--- src/rtl/asram_ctrl_pkg.sv ---
package asram_ctrl_pkg;

  typedef enum logic [2:0] {
    ST_PWRUP,
    ST_IDLE,
    ST_TURN,
    ST_READ,
    ST_WRITE
  } ctrlState_t;

  // strobes from control to datapath
  typedef struct packed {
    logic loadReq;    // latch address and write data
    logic captureRd;  // sample memory pins into read register
  } dpStrobe_t;

  // nanoseconds to whole cycles, rounded up, never below one
  function automatic int nsToCycles(input int ns, input int clkNs);
    int c;
    c = (ns + clkNs - 1) / clkNs;
    return (c < 1) ? 1 : c;
  endfunction

  function automatic int maxInt(input int a, input int b);
    return (a > b) ? a : b;
  endfunction

endpackage

--- src/rtl/asram_ctrl_fsm.sv ---
module asram_ctrl_fsm
  import asram_ctrl_pkg::*;
#(
  parameter int PWR_CYC  = 10000,
  parameter int RD_CYC   = 1,
  parameter int WR_CYC   = 1,
  parameter int TURN_CYC = 1,
  parameter int CNT_W    = 14
) (
  input  logic      clk,
  input  logic      rst,
  input  logic      reqValid,
  input  logic      reqWrite,
  output logic      reqReady,
  output dpStrobe_t strobe,
  output logic      memCeN,
  output logic      memWeN,
  output logic      memOeN,
  output logic      dataOe
);

  ctrlState_t state, nextState;
  logic [CNT_W-1:0] waitCnt, nextCnt;
  logic lastRead, nextLastRead;

  always_comb begin
    nextState    = state;
    nextCnt      = waitCnt;
    nextLastRead = lastRead;
    case (state)
      ST_PWRUP: begin
        if (waitCnt == '0) nextState = ST_IDLE;
        else               nextCnt   = waitCnt - 1'b1;
      end
      ST_IDLE: begin
        if (reqValid) begin
          if (!reqWrite) begin
            nextState = ST_READ;
            nextCnt   = CNT_W'(RD_CYC - 1);
          end else if (lastRead) begin
            nextState = ST_TURN;
            nextCnt   = CNT_W'(TURN_CYC - 1);
          end else begin
            nextState = ST_WRITE;
            nextCnt   = CNT_W'(WR_CYC - 1);
          end
        end
      end
      ST_TURN: begin
        if (waitCnt == '0) begin
          nextState    = ST_WRITE;
          nextCnt      = CNT_W'(WR_CYC - 1);
          nextLastRead = 1'b0;
        end else begin
          nextCnt = waitCnt - 1'b1;
        end
      end
      ST_READ: begin
        if (waitCnt == '0) begin
          nextState    = ST_IDLE;
          nextLastRead = 1'b1;
        end else begin
          nextCnt = waitCnt - 1'b1;
        end
      end
      ST_WRITE: begin
        if (waitCnt == '0) begin
          nextState    = ST_IDLE;
          nextLastRead = 1'b0;
        end else begin
          nextCnt = waitCnt - 1'b1;
        end
      end
      default: nextState = ST_IDLE;
    endcase
  end

  // strobes are registered from the next state: no decode glitches at the pins
  always_ff @(posedge clk) begin
    if (rst) begin
      state    <= ST_PWRUP;
      waitCnt  <= CNT_W'(PWR_CYC - 1);
      lastRead <= 1'b0;
      memCeN   <= 1'b1;
      memWeN   <= 1'b1;
      memOeN   <= 1'b1;
      dataOe   <= 1'b0;
    end else begin
      state    <= nextState;
      waitCnt  <= nextCnt;
      lastRead <= nextLastRead;
      memCeN   <= !(nextState == ST_READ || nextState == ST_WRITE);
      memWeN   <= (nextState != ST_WRITE);
      memOeN   <= (nextState != ST_READ);
      dataOe   <= (nextState == ST_WRITE);
    end
  end

  assign reqReady         = (state == ST_IDLE);
  assign strobe.loadReq   = (state == ST_IDLE) && reqValid;
  assign strobe.captureRd = (state == ST_READ) && (waitCnt == '0);

endmodule

--- src/rtl/asram_ctrl_dpath.sv ---
module asram_ctrl_dpath
  import asram_ctrl_pkg::*;
#(
  parameter int ADDR_W = 18,
  parameter int DATA_W = 4
) (
  input  logic              clk,
  input  logic              rst,
  input  dpStrobe_t         strobe,
  input  logic [ADDR_W-1:0] reqAddr,
  input  logic [DATA_W-1:0] reqWdata,
  input  logic [DATA_W-1:0] memDin,
  output logic [ADDR_W-1:0] memAddr,
  output logic [DATA_W-1:0] memDout,
  output logic [DATA_W-1:0] rdData,
  output logic              rdValid
);

  always_ff @(posedge clk) begin
    if (rst) begin
      memAddr <= '0;
      memDout <= '0;
      rdData  <= '0;
      rdValid <= 1'b0;
    end else begin
      rdValid <= strobe.captureRd;
      if (strobe.loadReq) begin
        memAddr <= reqAddr;
        memDout <= reqWdata;
      end
      if (strobe.captureRd) rdData <= memDin;
    end
  end

endmodule

--- src/rtl/asram_ctrl.sv ---
module asram_ctrl
  import asram_ctrl_pkg::*;
#(
  parameter int ADDR_W        = 18,
  parameter int DATA_W        = 4,
  parameter int CLK_PERIOD_NS = 10,
  parameter int T_AA_NS       = 10,
  parameter int T_PWE_NS      = 7,
  parameter int T_SD_NS       = 6,
  parameter int T_AW_NS       = 7,
  parameter int T_SCE_NS      = 8,
  parameter int T_HZOE_NS     = 5,
  parameter int T_PWRUP_NS    = 100000
) (
  input  logic              clk,
  input  logic              rst,
  input  logic              reqValid,
  output logic              reqReady,
  input  logic              reqWrite,
  input  logic [ADDR_W-1:0] reqAddr,
  input  logic [DATA_W-1:0] reqWdata,
  output logic              rdValid,
  output logic [DATA_W-1:0] rdData,
  output logic [ADDR_W-1:0] memAddr,
  output logic              memCeN,
  output logic              memWeN,
  output logic              memOeN,
  output logic [DATA_W-1:0] memDout,
  output logic              dataOe,
  input  logic [DATA_W-1:0] memDin
);

  localparam int PWR_CYC  = nsToCycles(T_PWRUP_NS, CLK_PERIOD_NS);
  localparam int RD_CYC   = nsToCycles(T_AA_NS, CLK_PERIOD_NS);
  localparam int WR_CYC   = nsToCycles(maxInt(maxInt(T_PWE_NS, T_SD_NS),
                                              maxInt(T_AW_NS, T_SCE_NS)), CLK_PERIOD_NS);
  localparam int TURN_CYC = nsToCycles(T_HZOE_NS, CLK_PERIOD_NS);
  localparam int MAX_CYC  = maxInt(maxInt(PWR_CYC, RD_CYC), maxInt(WR_CYC, TURN_CYC));
  localparam int CNT_W    = $clog2(MAX_CYC + 1);

  dpStrobe_t strobe;

  asram_ctrl_fsm #(
    .PWR_CYC (PWR_CYC),
    .RD_CYC  (RD_CYC),
    .WR_CYC  (WR_CYC),
    .TURN_CYC(TURN_CYC),
    .CNT_W   (CNT_W)
  ) u_fsm (
    .clk     (clk),
    .rst     (rst),
    .reqValid(reqValid),
    .reqWrite(reqWrite),
    .reqReady(reqReady),
    .strobe  (strobe),
    .memCeN  (memCeN),
    .memWeN  (memWeN),
    .memOeN  (memOeN),
    .dataOe  (dataOe)
  );

  asram_ctrl_dpath #(
    .ADDR_W(ADDR_W),
    .DATA_W(DATA_W)
  ) u_dpath (
    .clk     (clk),
    .rst     (rst),
    .strobe  (strobe),
    .reqAddr (reqAddr),
    .reqWdata(reqWdata),
    .memDin  (memDin),
    .memAddr (memAddr),
    .memDout (memDout),
    .rdData  (rdData),
    .rdValid (rdValid)
  );

endmodule

--- config.mk ---
export PLATFORM = sky130hd
export DESIGN_NAME = asram_ctrl
export DESIGN_NICKNAME = d
export VERILOG_FILES = /design/src/rtl/asram_ctrl_pkg.sv /design/src/rtl/asram_ctrl_fsm.sv /design/src/rtl/asram_ctrl_dpath.sv /design/src/rtl/asram_ctrl.sv
export SDC_FILE = /design/constraint.sdc
export NUM_CORES = 1
export LEC_CHECK = 0
export ABC_CLOCK_PERIOD_IN_PS = 2370
export BUFFER_PORTS_ARGS = -buffer_cell sky130_fd_sc_hd__buf_2
export CORE_UTILIZATION = 52
export CTS_CLUSTER_SIZE = 40
export DETAILED_ROUTE_END_ITERATION = 12
export GPL_ROUTABILITY_DRIVEN = 0
export GPL_TIMING_DRIVEN = 0
export PLACE_DENSITY = 0.76
export REMOVE_ABC_BUFFERS = 1
export SYNTH_ARGS = -nofsm -noshare
export SYNTH_HDL_FRONTEND = slang
export SYNTH_HIERARCHICAL = 1
export SYNTH_SLANG_ARGS = --single-unit
--- constraint.sdc ---
create_clock -name clk -period 2.37 [get_ports clk]
set_input_delay 0.237 -clock clk [delete_from_list [all_inputs] [get_ports clk]]
set_output_delay 0.237 -clock clk [all_outputs]
set_load 0.02 [all_outputs]
Word level (Yosys, flattened, before mapping)
Index checks and enable logic that the tools add are counted.
Storage, ports and cells
  flip-flop bits (word level): 49
Cells by class
  multiplexer cells: 13
  add/subtract/negate cells: 1
  equality and inequality tests: 12
  reduce and logical (&&, ||, !) cells: 12
Operators by type and width (count)
  $mux W14: 3
  $pmux W14 S3: 1
  $mux W3: 5
  $logic_not A14 Y1: 1
  $sub A14 B1 Y14 const B: 1
  $eq A3 B2 Y1 const B: 3
  $pmux W3 S3: 1
  $eq A3 B3 Y1 const B: 2
  $reduce_and A3 Y1: 2
  $ne A2 B1 Y1 const B: 2
  $ne A2 B2 Y1 const B: 2
  $eq A3 B1 Y1 const B: 1
  $logic_not A3 Y1: 1
  $ne A3 B2 Y1 const B: 1
  $ne A3 B3 Y1 const B: 1
  $reduce_bool A3 Y1: 1
  $reduce_or A3 Y1: 1
  $logic_and A1 B1 Y1: 2
  $mux W1: 2
  $pmux W1 S2: 1
  $reduce_bool A2 Y1: 1
  $reduce_or A2 Y1: 1
  $logic_not A1 Y1: 1
  $logic_or A1 B1 Y1: 1

Depth between registers and ports, before layout
  depth after elaboration: 7
  mapped depth: 8
  mapped depth without buffers: 7

Hierarchy
Netlist, hierarchy kept.
By module, submodules not included
  asram_ctrl_fsm: area an instance 1315.0 µm², cells each 143, times used 1, seq. area each 440.4 µm²
  asram_ctrl_dpath: area an instance 975.9 µm², cells each 87, times used 1, seq. area each 540.5 µm²

Least setup slack after synthesis
Ideal clock, no wire load.
  path kind: register to register
  start: reg u_fsm.waitCnt[0]
  end: reg u_fsm.waitCnt[10]
  path slack: 0.603 ns
  clock period less this slack: 1.767 ns
  data required time: 2.248 ns
  arrival: 1.645 ns
  stages on the path, launching flop included: 8
  setup time: 0.122 ns
  path through: dfxtp_1 > inv_1 > ha_1 > nor4b_2 > nand4_4 > buf_6 > and3_4 > a221o_1
Between the ends
  cells in the longest elaborated chain, start to end: 3
Ends and longest elaborated chain
  start: declaration: line asram_ctrl_fsm.sv:23  | logic [CNT_W-1:0] waitCnt, nextCnt;
  start signal: assignment: line asram_ctrl_fsm.sv:82  | waitCnt <= CNT_W'(PWR_CYC - 1);
  start signal: assignment: line asram_ctrl_fsm.sv:90  | waitCnt <= nextCnt;
  $sub A14 B1 Y14 / $logic_not A14 Y1 (equally long branches)
  $mux W14, or another cell as far along: line asram_ctrl_fsm.sv:32, asram_ctrl_fsm.sv:59, asram_ctrl_fsm.sv:67
  $pmux W14 S3 / $reduce_and A3 Y1 (equally long branches)
Parallel ways exist; a longest one is shown, timed or not. The select of a mux whose other input is x is not followed.
A chain may end at the register's enable or synchronous reset.

==> run_summary.xml <==
<?xml version="1.0" encoding="UTF-8"?>
<metrics>
  <group name="sta">
    <metric name="report.final.setup_viol" unit="">0</metric>
    <metric name="unrepaired_setup_endpoints_after_global_routing" unit="">false</metric>
    <metric name="final_max_slew_viol_count" unit="">0</metric>
    <metric name="slew_worst_pin" unit="ns">0.7095</metric>
    <metric name="max-slew-margin-rel" unit="">0.5270</metric>
    <metric name="finalHoldViolCount" unit="">0</metric>
    <metric name="period_minus_slack" unit="ns">2.170</metric>
    <metric name="layout_worst_path_cycle_share" unit="">0.9158</metric>
    <metric name="timing.clock.skew" unit="ns">0.005742</metric>
    <metric name="totalNegativeSetupSlack" unit="ns">0</metric>
    <metric name="achievable-frequency" unit="GHz">0.4607</metric>
    <metric name="final.setup.worst_slack" unit="ns">0.1996</metric>
  </group>
  <group name="critical_path">
    <metric name="setup.worst_path.end_class" unit="">register</metric>
    <metric name="crit_fanout" unit="">10</metric>
    <metric name="timing.critical_path.arrival" unit="ns">2.35</metric>
    <metric name="worstPathRequired" unit="ns">2.55</metric>
    <metric name="cp-start-kind" unit="">register</metric>
    <metric name="criticalPathCategory" unit="">register to register</metric>
  </group>
  <group name="synthesis">
    <metric name="synth_enable_flop_cells" unit="">0</metric>
    <metric name="syn-mean-instance-area" unit="um2">9.961</metric>
    <metric name="seq_area_frac_synth" unit="">0.4282</metric>
    <metric name="synthFlopType" unit="">sky130_fd_sc_hd__dfxtp_1</metric>
    <metric name="asyncSetResetFlopFracSynth" unit="">0</metric>
    <metric name="post-synth-top-area-cell" unit="">sky130_fd_sc_hd__dfxtp_1</metric>
    <metric name="ys_ff_latch" unit="">49</metric>
    <metric name="synth_cells" unit="">230</metric>
    <metric name="synth.top_cells.by_area" unit="">sky130_fd_sc_hd__dfxtp_1 43%, sky130_fd_sc_hd__mux2i_1 12%, sky130_fd_sc_hd__nor2_1 6.4%</metric>
    <metric name="yosys.cell_types.count" unit="">59</metric>
    <metric name="synth_top_area_frac" unit="">0.4282</metric>
    <metric name="yosysWarningCount" unit="">6</metric>
    <metric name="synthesis.area" unit="mm2">0.002291</metric>
  </group>
  <group name="global_route">
    <metric name="grt_max_degree" unit="">41</metric>
    <metric name="track_usage" unit="">0.2135</metric>
    <metric name="number_of_antenna_violations_at_the_first_check_in_global_routing" unit="">0</metric>
    <metric name="grt_overflow_total" unit="">0</metric>
    <metric name="grt_pass1_wl" unit="um">7383</metric>
    <metric name="grt_pass1_vias" unit="">1666</metric>
  </group>
  <group name="clock_tree">
    <metric name="cts-buffers-inserted" unit="">5</metric>
    <metric name="numClockSinks" unit="">49</metric>
    <metric name="bufs_on_longest_clock_path" unit="">2</metric>
    <metric name="tritoncts" unit="">built</metric>
    <metric name="clk_pin_slew_worst_setup_hold_paths" unit="ns">0.09</metric>
    <metric name="cts_post_setup_buffers_inserted" unit="">0</metric>
    <metric name="clkLatencyLatePin" unit="ns">0.31</metric>
    <metric name="clock-root-buffer" unit="">sky130_fd_sc_hd__clkbuf_8</metric>
    <metric name="cts.htree.levels" unit="">2</metric>
  </group>
  <group name="detailed_routing">
    <metric name="first_iter_violations" unit="">116</metric>
    <metric name="vias" unit="">1851</metric>
    <metric name="ant_nets" unit="">0</metric>
    <metric name="first_pass_iters" unit="">4</metric>
    <metric name="route.detailed.drc" unit="">0</metric>
    <metric name="drt-vias-per-instance" unit="">5.476</metric>
    <metric name="drt_wl_total" unit="um">4662</metric>
    <metric name="routedWlPerCell" unit="um">13.79</metric>
  </group>
  <group name="cells_and_area">
    <metric name="layout.cells.most_common_list" unit="">61 x sky130_fd_sc_hd__buf_2, 49 x sky130_fd_sc_hd__dfxtp_1, 39 x sky130_fd_sc_hd__nor2_1</metric>
    <metric name="drive_gt1_frac" unit="">0.3160</metric>
    <metric name="antenna-diode-count" unit="">0</metric>
    <metric name="layout-area-overhead-vs-synth" unit="%">17.04</metric>
    <metric name="layout.area.seq" unit="um2">980.9</metric>
    <metric name="mostFrequentLayoutCell" unit="">sky130_fd_sc_hd__buf_2</metric>
    <metric name="nets" unit="">319</metric>
    <metric name="multi_input_comb_area" unit="mm2">0.001165</metric>
    <metric name="layout.cells.non_filler" unit="">338</metric>
    <metric name="final.fill_count" unit="">359</metric>
  </group>
  <group name="die">
    <metric name="rows" unit="">23</metric>
    <metric name="top_level_ports" unit="">62</metric>
    <metric name="dieWidth" unit="um">68.38</metric>
    <metric name="placeableCoreArea" unit="mm2">0.004115</metric>
    <metric name="fp.dieH" unit="um">68.38</metric>
    <metric name="die_area" unit="mm2">0.004675</metric>
    <metric name="initial_utilization" unit="">0.5567</metric>
  </group>
  <group name="power">
    <metric name="vdd_ir_drop_max" unit="V">0.0005171</metric>
    <metric name="power_report.internal_total" unit="W">0.001169</metric>
    <metric name="share_seq_of_total_power" unit="">0.557</metric>
    <metric name="share_clk_of_total_power" unit="">0.407</metric>
    <metric name="power.density" unit="mW/mm2">557.0</metric>
    <metric name="p_comb_frac" unit="">0.036</metric>
    <metric name="power.switching" unit="W">0.0003245</metric>
    <metric name="leakage" unit="nW">1.080</metric>
    <metric name="switching_share" unit="">0.2173</metric>
  </group>
  <group name="place">
    <metric name="detailed_place_hpwl" unit="um">3322</metric>
    <metric name="placement.setup.worst_slack" unit="ns">-0.04847</metric>
    <metric name="io_buffer_count" unit="">61</metric>
    <metric name="placed_cells_incl_taps" unit="">330</metric>
  </group>
  <group name="flow_run">
    <metric name="cap_violations" unit="">0</metric>
  </group>
  <group name="outcome">
    <metric name="outcome" unit="">finished, final reports clean</metric>
  </group>
  <group name="min_path">
    <metric name="hp-class" unit="">primary input to register</metric>
  </group>
</metrics>
[layer usage]
| layer | global-route usage | routed length (um) | up-vias |
|---|---|---|---|
| li1 | - | - | 927 |
| met1 | 0.2766 | 2153 | 871 |
| met2 | 0.3309 | 2210 | 48 |
| met3 | 0.06500 | 234 | 5 |
| met4 | 0.07813 | 63 | 0 |
| met5 | 0 | 0 | - |
[final timing paths]
check	start	depth (start not counted)	slack, ns	endpoint
worst max-delay path	u_fsm/state[0]	6	0.20	u_dpath/memAddr[11]
worst min-delay path	memDin[2]	3	0.16	u_dpath/rdData[2]
worst max register to register	u_fsm/state[0]	6	0.20	u_dpath/memAddr[11]
worst min register to register	u_dpath/memAddr[7]	2	0.50	u_dpath/memAddr[7]
[cell type report]
cell class | instances | share of cell area
Tap cell | 50 | 0.02333
Sequential cell | 49 | 0.3658
Clock buffer | 5 | 0.02566
Inverter | 7 | 0.009799
Clock inverter | 3 | 0.01727
Multi-Input combinational cell | 161 | 0.4344
Timing Repair Buffer | 63 | 0.1237
[cells in the mapped netlist (2+ instances only)]
cell type                   n
sky130_fd_sc_hd__nand3_1    2
sky130_fd_sc_hd__a21oi_1    9
sky130_fd_sc_hd__or2_2      2
sky130_fd_sc_hd__o211ai_1   4
sky130_fd_sc_hd__xor2_1     4
sky130_fd_sc_hd__buf_6      4
sky130_fd_sc_hd__a211oi_1   4
sky130_fd_sc_hd__a221oi_1   2
sky130_fd_sc_hd__nand4_1    2
sky130_fd_sc_hd__nor3_1     3
sky130_fd_sc_hd__o21ai_0    6
sky130_fd_sc_hd__xnor2_1    2
sky130_fd_sc_hd__nor4_1     2
sky130_fd_sc_hd__o21ai_2    2
sky130_fd_sc_hd__buf_12     2
sky130_fd_sc_hd__buf_2      4
sky130_fd_sc_hd__nand2b_1   2
sky130_fd_sc_hd__nor2b_1    2
sky130_fd_sc_hd__inv_1      7
sky130_fd_sc_hd__mux2i_1   27
sky130_fd_sc_hd__nand3b_1   2
sky130_fd_sc_hd__nor3_4     2
sky130_fd_sc_hd__nor4b_1    2
sky130_fd_sc_hd__nor2_1    39
sky130_fd_sc_hd__nand2_1    8
sky130_fd_sc_hd__o41ai_1    2
sky130_fd_sc_hd__dfxtp_1   49
sky130_fd_sc_hd__nor3b_1    2
sky130_fd_sc_hd__ha_1       2
[worst max-delay path: stages, from the launching register on]
cell and delay [ns]:
sky130_fd_sc_hd__dfxtp_1 0.52, sky130_fd_sc_hd__nand2b_1 0.22, sky130_fd_sc_hd__nor3b_2 0.64, sky130_fd_sc_hd__buf_8 0.24
sky130_fd_sc_hd__buf_6 0.17, sky130_fd_sc_hd__mux2i_1 0.20, sky130_fd_sc_hd__nor2_1 0.06
[registers in the layout, summed over array words and instances, names as in the netlist]
| register | flops |
|---|---|
| u_fsm/state | 3 |
| u_dpath/memAddr | 18 |
| u_fsm/lastRead | 1 |
| u_dpath/rdValid | 1 |
| u_fsm/waitCnt | 14 |
| u_fsm/memOeN | 1 |
| u_dpath/memDout | 4 |
| u_fsm/memWeN | 1 |
| u_dpath/rdData | 4 |
| u_fsm/dataOe | 1 |
| u_fsm/memCeN | 1 |
[stage by stage]
step                hold slack (ns)    util  total power, W  cell area, um2
CTS                          0.1504  0.6516        0.001505            2681
detailed placement           0.4803  0.6221       0.0009051            2560
global route                 0.1529  0.6516        0.001543            2681
finish                       0.1562  0.6516        0.001494            2681
floorplan                    0.3061       -       0.0008666            2161
global placement             0.4686  0.6145       0.0009029            2529
[repair_timing]
item / in CTS / in global routing
hold buffers: 0 / 0
endpoints found under the setup margin: 4 / 0
resized for setup: 1 / 0
[power groups by stage]
stage / clock network (W) / logic [W] / registers [W]
2_1_floorplan: 0 / 0.0000165 / 0.000850
3_3_place_gp: 0 / 0.0000517 / 0.000851
3_5_place_dp: 0 / 0.0000538 / 0.000851
4_1_cts: 0.000619 / 0.0000540 / 0.000832
5_1_grt: 0.000650 / 0.0000590 / 0.000833
6_report: 0.000607 / 0.0000540 / 0.000832
[kinds of logic (layout without fill, tap and decap cells)]
kind of cell    count (synthesis)  in the layout  share of synthesized area
mux                            27             27                     0.1180
buf+inv                        20             78                    0.06827
compound gates                 44             44                     0.1409
simple gates                   82             82                     0.2108
fa+ha+maj                       2              2                    0.01092
xor+xnor                        6              6                    0.02294
flops                          49             49                     0.4282
(Power assumes the default switching activity.)
